==> src/rtl/seq_trigger.sv <==
module seq_trigger #(
  parameter int PROBE_W = 8,
  parameter int N_CMP   = 4,
  parameter int N_STATE = 8,
  parameter int N_CNT   = 4,
  parameter int CNT_W   = 8,
  parameter int N_FLAG  = 4,
  localparam int N_BR    = 3,
  localparam int STATE_W = $clog2(N_STATE),
  localparam int SEL_W   = $clog2(PROBE_W),
  localparam int CSEL_W  = $clog2(N_CNT),
  localparam int O_TRIG  = STATE_W,
  localparam int O_FCLR  = O_TRIG + 1,
  localparam int O_FSET  = O_FCLR + N_FLAG,
  localparam int O_CRST  = O_FSET + N_FLAG,
  localparam int O_CINC  = O_CRST + N_CNT,
  localparam int O_CVAL  = O_CINC + N_CNT,
  localparam int O_CSEL  = O_CVAL + CNT_W,
  localparam int O_CEN   = O_CSEL + CSEL_W,
  localparam int O_OR    = O_CEN + 1,
  localparam int O_EN    = O_OR + 1,
  localparam int BR_W    = O_EN + N_CMP,
  localparam int C_MASK  = PROBE_W,
  localparam int C_BIT   = 2 * PROBE_W,
  localparam int C_MODE  = C_BIT + SEL_W,
  localparam int CMP_W   = C_MODE + 2,
  localparam int CFG_W   = (BR_W > CMP_W) ? BR_W : CMP_W,
  localparam int N_ENT   = N_CMP + N_STATE * N_BR,
  localparam int ADDR_W  = $clog2(N_ENT)
) (
  input  logic               clk_i,
  input  logic               rst_ni,
  input  logic               arm_i,
  input  logic               cfg_we_i,
  input  logic [ADDR_W-1:0]  cfg_addr_i,
  input  logic [CFG_W-1:0]   cfg_wdata_i,
  input  logic [PROBE_W-1:0] probe_i,
  output logic               trig_o,
  output logic               armed_o,
  output logic               triggered_o,
  output logic [STATE_W-1:0] state_o,
  output logic [N_FLAG-1:0]  flags_o
);

  typedef enum logic [1:0] {PH_IDLE, PH_RUN, PH_DONE} phase_t;

  phase_t               phase_q;
  logic [STATE_W-1:0]   state_q;
  logic [N_FLAG-1:0]    flags_q;
  logic [PROBE_W-1:0]   prev_q;
  logic                 trig_q;
  logic [CNT_W-1:0]     cnt_q [N_CNT];
  logic [CMP_W-1:0]     cmp_cfg [N_CMP];
  logic [BR_W-1:0]      br_cfg [N_STATE*N_BR];

  logic [N_CMP-1:0]     hit;
  logic [BR_W-1:0]      cur_br [N_BR];
  logic [N_BR-1:0]      cond;
  logic                 take;
  logic [BR_W-1:0]      act;

  wire cfg_open = (phase_q == PH_IDLE);

  always_ff @(posedge clk_i or negedge rst_ni) begin
    if (!rst_ni) begin
      for (int i = 0; i < N_CMP; i++) cmp_cfg[i] <= '0;
      for (int i = 0; i < N_STATE*N_BR; i++) br_cfg[i] <= '0;
    end else if (cfg_we_i && cfg_open) begin
      for (int i = 0; i < N_CMP; i++)
        if (cfg_addr_i == ADDR_W'(i)) cmp_cfg[i] <= cfg_wdata_i[CMP_W-1:0];
      for (int i = 0; i < N_STATE*N_BR; i++)
        if (cfg_addr_i == ADDR_W'(N_CMP + i)) br_cfg[i] <= cfg_wdata_i[BR_W-1:0];
    end
  end

  for (genvar g = 0; g < N_CMP; g++) begin : g_cmp
    wire [1:0]         mode = cmp_cfg[g][C_MODE +: 2];
    wire [SEL_W-1:0]   bsel = cmp_cfg[g][C_BIT +: SEL_W];
    wire [PROBE_W-1:0] mval = cmp_cfg[g][0 +: PROBE_W];
    wire [PROBE_W-1:0] mmsk = cmp_cfg[g][C_MASK +: PROBE_W];
    wire               cur  = probe_i[bsel];
    wire               old  = prev_q[bsel];
    always_comb begin
      case (mode)
        2'd1:    hit[g] = (((probe_i ^ mval) & mmsk) == '0);
        2'd2:    hit[g] = cur & ~old;
        2'd3:    hit[g] = ~cur & old;
        default: hit[g] = 1'b0;
      endcase
    end
  end

  always_comb begin
    take = 1'b0;
    act  = '0;
    for (int b = 0; b < N_BR; b++) begin
      logic [N_CMP-1:0]  en;
      logic [CSEL_W-1:0] csel;
      logic              cmp_ok, cnt_ok;
      cur_br[b] = br_cfg[int'(state_q) * N_BR + b];
      en        = cur_br[b][O_EN +: N_CMP];
      csel      = cur_br[b][O_CSEL +: CSEL_W];
      if (en == '0)            cmp_ok = 1'b1;
      else if (cur_br[b][O_OR]) cmp_ok = |(hit & en);
      else                     cmp_ok = &(hit | ~en);
      cnt_ok  = !cur_br[b][O_CEN] || (cnt_q[csel] == cur_br[b][O_CVAL +: CNT_W]);
      cond[b] = cmp_ok && cnt_ok;
      if (!take && cond[b]) begin
        take = 1'b1;
        act  = cur_br[b];
      end
    end
  end

  always_ff @(posedge clk_i or negedge rst_ni) begin
    if (!rst_ni) begin
      phase_q <= PH_IDLE;
      state_q <= '0;
      flags_q <= '0;
      prev_q  <= '0;
      trig_q  <= 1'b0;
      for (int c = 0; c < N_CNT; c++) cnt_q[c] <= '0;
    end else begin
      trig_q <= 1'b0;
      case (phase_q)
        PH_IDLE: if (arm_i) begin
          phase_q <= PH_RUN;
          state_q <= '0;
          flags_q <= '0;
          prev_q  <= '0;
          for (int c = 0; c < N_CNT; c++) cnt_q[c] <= '0;
        end
        PH_RUN: if (!arm_i) begin
          phase_q <= PH_IDLE;
        end else begin
          prev_q <= probe_i;
          if (take) begin
            state_q <= act[0 +: STATE_W];
            flags_q <= (flags_q | act[O_FSET +: N_FLAG]) & ~act[O_FCLR +: N_FLAG];
            for (int c = 0; c < N_CNT; c++) begin
              if (act[O_CRST + c])                        cnt_q[c] <= '0;
              else if (act[O_CINC + c] && cnt_q[c] != '1) cnt_q[c] <= cnt_q[c] + 1'b1;
            end
            if (act[O_TRIG]) begin
              trig_q  <= 1'b1;
              phase_q <= PH_DONE;
            end
          end
        end
        default: if (!arm_i) phase_q <= PH_IDLE;
      endcase
    end
  end

  assign trig_o      = trig_q;
  assign armed_o     = (phase_q != PH_IDLE);
  assign triggered_o = (phase_q == PH_DONE);
  assign state_o     = state_q;
  assign flags_o     = flags_q;

endmodule

==> config.mk <==
export PLATFORM = sky130hd
export DESIGN_NAME = seq_trigger
export DESIGN_NICKNAME = d
export VERILOG_FILES = /design/src/rtl/seq_trigger.sv
export SDC_FILE = /design/constraint.sdc
export NUM_CORES = 2
export LEC_CHECK = 0
export BUFFER_PORTS_ARGS = -buffer_cell sky130_fd_sc_hd__buf_2
export CORE_UTILIZATION = 30
export CTS_CLUSTER_DIAMETER = 120
export DETAILED_ROUTE_END_ITERATION = 10
export GPL_TIMING_DRIVEN = 0
export PLACE_DENSITY = 0.56
export SLEW_MARGIN = 15
export SYNTH_ARGS = -nofsm -noshare
export SYNTH_HDL_FRONTEND = slang
export SYNTH_SLANG_ARGS = --single-unit
==> constraint.sdc <==
create_clock -name clk_i -period 8.4 [get_ports clk_i]
set_input_delay 0.84 -clock clk_i [delete_from_list [all_inputs] [get_ports clk_i]]
set_output_delay 0.84 -clock clk_i [all_outputs]
set_load 0.05 [all_outputs]
==> results.sh <==
export IMPL_synth_edf_count=0
export IMPL_synthTopCellsByArea="dfrtp_1, mux4_2, mux2_2"
export IMPL_postLayoutCoreUtil=0.3464
export IMPL_maxSlewHeadroom=0.07429
export IMPL_synthMuxAreaShare=0.4445
export IMPL_combPwrFrac=0.499
export IMPL_hold_viol=0
export IMPL_drive_above_1_share=0.4524
export IMPL_hp_class="in -> async"
export IMPL_cp_cell_sequence="ha_1, inv_1, fa_1, buf_2, buf_2, clkbuf_1, clkdlybuf4s15_1, buf_1, clkbuf_1, clkbuf_1, clkdlybuf4s15_2, mux4_2, mux2i_1, o211ai_1, and3_1"
export IMPL_dieArea_mm2=0.2078
export IMPL_violations="setup timing"
export IMPL_worstSetupPathType="reg -> reg"
export IMPL_finalMaxSlewViolations=0
export IMPL_synthSimpleGateAreaFrac=0.05567
export IMPL_dp_final_hpwl_mm=181.1
export IMPL_setup_viol=1
export IMPL_path_clk_slew_ns=0.06
export IMPL_startpoint_type="register"
export IMPL_h_tree_depth=3
export IMPL_cts_made_buffers=116
export IMPL_drc_errors=0
export IMPL_start_util=0.3021
export IMPL_wl_mm=258.1
export IMPL_required_ns=9.10
export IMPL_p_total_mw=26.48
export IMPL_ir_drop_mv=0.2790
export IMPL_syn2layout_area_growth_pct=14.65
export IMPL_synth_xor_area_frac=0.008360
export IMPL_antenna_left=0
export IMPL_core_area_mm2=0.2046
export IMPL_grt_max_degree=146
export IMPL_vias=47130
export IMPL_grt_pass1_vias=46700
export IMPL_status="complete, but fails checks"
export IMPL_hold_buffers=0
export IMPL_layout_setup_ws_ns=-0.08530
export IMPL_tightest_slew_ns=1.389
export IMPL_nets=4784
export IMPL_fill_cells=19780
export IMPL_final_setup_tns_ns=-0.08530
export IMPL_fp_dieW_um=455.9
export IMPL_yosys_warnings=0
export IMPL_dieHeight_um=455.9
export IMPL_postSynthCellCount=4542
export IMPL_cts_sinks=998
export IMPL_mappedNetlistArea_mm2=0.06181
export IMPL_seqPwrFrac=0.287
export IMPL_cap_violations=0
export IMPL_fin_crit_sh=1.010
export IMPL_arrival_ns=9.19
export IMPL_synth_avg_cell_area_um2=13.61
export IMPL_ioPinCount=63
export IMPL_dr_pass1_iters=6
export IMPL_gp_congestion=0.9565
export IMPL_p_per_area_mw_per_mm2=373.6
export IMPL_hold_slack_ns=0.05384
export IMPL_finalClockSkew_ns=0.05483
export IMPL_grtUsageTotal=0.2447
export IMPL_dp_cells=7285
export IMPL_max_stage_delay_ns=0.91
export IMPL_syn_num_nets=4605
export IMPL_p_int_mw=15.23
export IMPL_switchingPower_mw=11.24
export IMPL_portBuffers=32
export IMPL_synth_fa_ha_area_frac=0.002146
export IMPL_fin_crit_ns=8.485
export IMPL_post_drt_wl_per_cell_um=34.33
export IMPL_p_leak_nw=29.49
export IMPL_insertion_delay_ns=0.84
export IMPL_grt_pass1_wl_mm=365.1
export IMPL_slowest_stage="clkdlybuf4s15_1"
export IMPL_clkPwrFrac=0.215
export IMPL_synthArstFlopShare=1.000
export IMPL_synth_top_area_frac=0.4040
export IMPL_crit_path_end_kind="register"
export IMPL_cts_path_max_buffers=3
export IMPL_synthFlopType="dfrtp_1"
export IMPL_fmax_mhz=117.9
export IMPL_synth_top_family_by_area="multiplexers"
export IMPL_synth_top_cell_by_area="dfrtp_1"
export IMPL_cts_tree="built"
export IMPL_row_count=166
export IMPL_drt_iter0_markers=6169
export IMPL_synth_cell_type_count=94
export IMPL_cp_common_cell="clkbuf_1"
export IMPL_layout_cells_non_filler=7518
export IMPL_path_max_fanout=10
export IMPL_overflow=0
export IMPL_synth_seq_cells=998
export IMPL_via_per_inst=6.269
export IMPL_cts_root_buf="clkbuf_16"
export IMPL_switching_share=0.4247
export IMPL_synth_compound_area_frac=0.05085
export IMPL_grt_antenna_before_repair=30
export IMPL_yosysSeqAreaShare=0.4040
-- per-stage QoR --
stage	cell area, µm²	setup slack [ns]
after detailed placement	65890	-5.944
after floorplan	61810	0.03235
final	70870	-0.08530
after global routing	70860	-0.02696
after CTS	70680	0.02841
after global placement	65340	-17.63
-- layout make-up --
cell class	count	area, µm²	area share
multi-input combinational	3075	35180	0.4964
antenna	9	22.52	0.0003178
timing repair buffer	69	708.2	0.009993
clock inverter	55	868.3	0.01225
clock buffer	163	3401	0.04799
tap	2688	3363	0.04746
buffer	430	2225	0.03139
inverter	31	123.9	0.001748
sequential	998	24980	0.3524
-- placed cells by master (no fill, tap or decap), types with 22 or more instances in the layout --
cell type,netlist,final
dfrtp_1,998,996
mux2_2,979,979
mux4_2,647,647
nand2_1,356,356
clkbuf_1,242,197
mux2i_1,177,177
a21oi_1,123,122
clkbuf_16,0,118
nand3_1,111,109
buf_2,78,103
nor2_1,78,72
buf_4,40,67
o21ai_0,70,65
clkbuf_2,1,53
a31oi_1,44,44
xor2_1,43,42
buf_1,65,42
clkbuf_8,0,31
inv_1,29,29
nor3_1,33,27
and3_1,27,27
buf_6,8,25
nand4_1,24,24
clkinv_2,0,22
-- repair_timing --
item | CTS | global route
gates resized for setup | 119 | 25
buffers inserted | 8 | 5
endpoints found under the setup margin | 42 | 41
pin swaps | 6 | 5
-- power groups by stage --
stage | Combinational, mW | Sequential [mW] | Clock, mW
after floorplan | 8.17 | 7.04 | 0
after global placement | 12.1 | 7.50 | 0
after detailed placement | 12.3 | 7.58 | 0
after CTS | 12.8 | 7.51 | 5.72
after global routing | 13.6 | 7.75 | 5.90
final | 13.2 | 7.59 | 5.68
-- cells in the mapped netlist, drive strengths merged, types with 7 or more instances --
cell	count
a211o	11
a211oi	29
a21o	8
a21oi	123
a221oi	10
a22oi	23
a31oi	44
and2	10
and3	27
buf	195
clkbuf	243
dfrtp	998
ha	9
inv	30
mux2	979
mux2i	177
mux4	651
nand2	356
nand2b	16
nand3	112
nand4	24
nor2	80
nor2b	20
nor3	35
nor3b	10
nor4	8
o211ai	9
o21a	8
o21ai	74
o221ai	7
o22ai	20
o311ai	12
o31ai	15
o32ai	12
or3	11
xnor2	9
xor2	44
-- worst max-delay path: cells and delay by family (launching register included) --
| kind | cells | cell delay [ns] |
|---|---|---|
| AO/OA/AOI/OAI | 1 | 0.73 |
| adder cells (fa/ha/maj) | 2 | 0.72 |
| buffers and inverters | 9 | 5.55 |
| flip-flops | 1 | 0.47 |
| multiplexers | 2 | 0.42 |
| AND/OR/NAND/NOR | 1 | 0.45 |
-- flip-flops by register name (all words and copies together) (netlist names) --
signal,flops
phase_q,2
cnt_q,32
trig_o,1
prev_q,8
br_cfg,864
flags_o,4
cmp_cfg,84
state_o,3
-- final timing paths --
check | from | end | slack [ns] | cells past startpoint
worst max-delay path | state_o[0] | trig_o | -0.09 | 15
worst min-delay path | rst_ni | br_cfg[504] | 0.05 | 2
worst max register to register | state_o[0] | trig_o | -0.09 | 15
worst min register to register | cmp_cfg[52] | cmp_cfg[52] | 0.51 | 1
max in group asynchronous | rst_ni | br_cfg[556] | 5.96 | 5
min in group clk_i | arm_i | phase_q[0] | 0.32 | 3
-- routing by layer --
layer / track usage / vias to the layer above / wire length (µm)
met5: 0 / - / 114
met4: 0.1366 / 18 / 16260
met3: 0.07074 / 753 / 28530
met2: 0.3659 / 3143 / 113600
met1: 0.3168 / 25090 / 99640
li1: - / 18120 / -
-- kinds of logic after synthesis --
| kind of cell | Yosys count |
|---|---|
| buffers and inverters | 469 |
| and+or+nand+nor | 738 |
| AOI/OAI and AO/OA | 466 |
| DFF | 998 |
| adders and majority gates | 10 |
| muxes | 1807 |
| xor gates and xnor gates | 54 |
No activity file was read; power rests on OpenSTA's default activity.
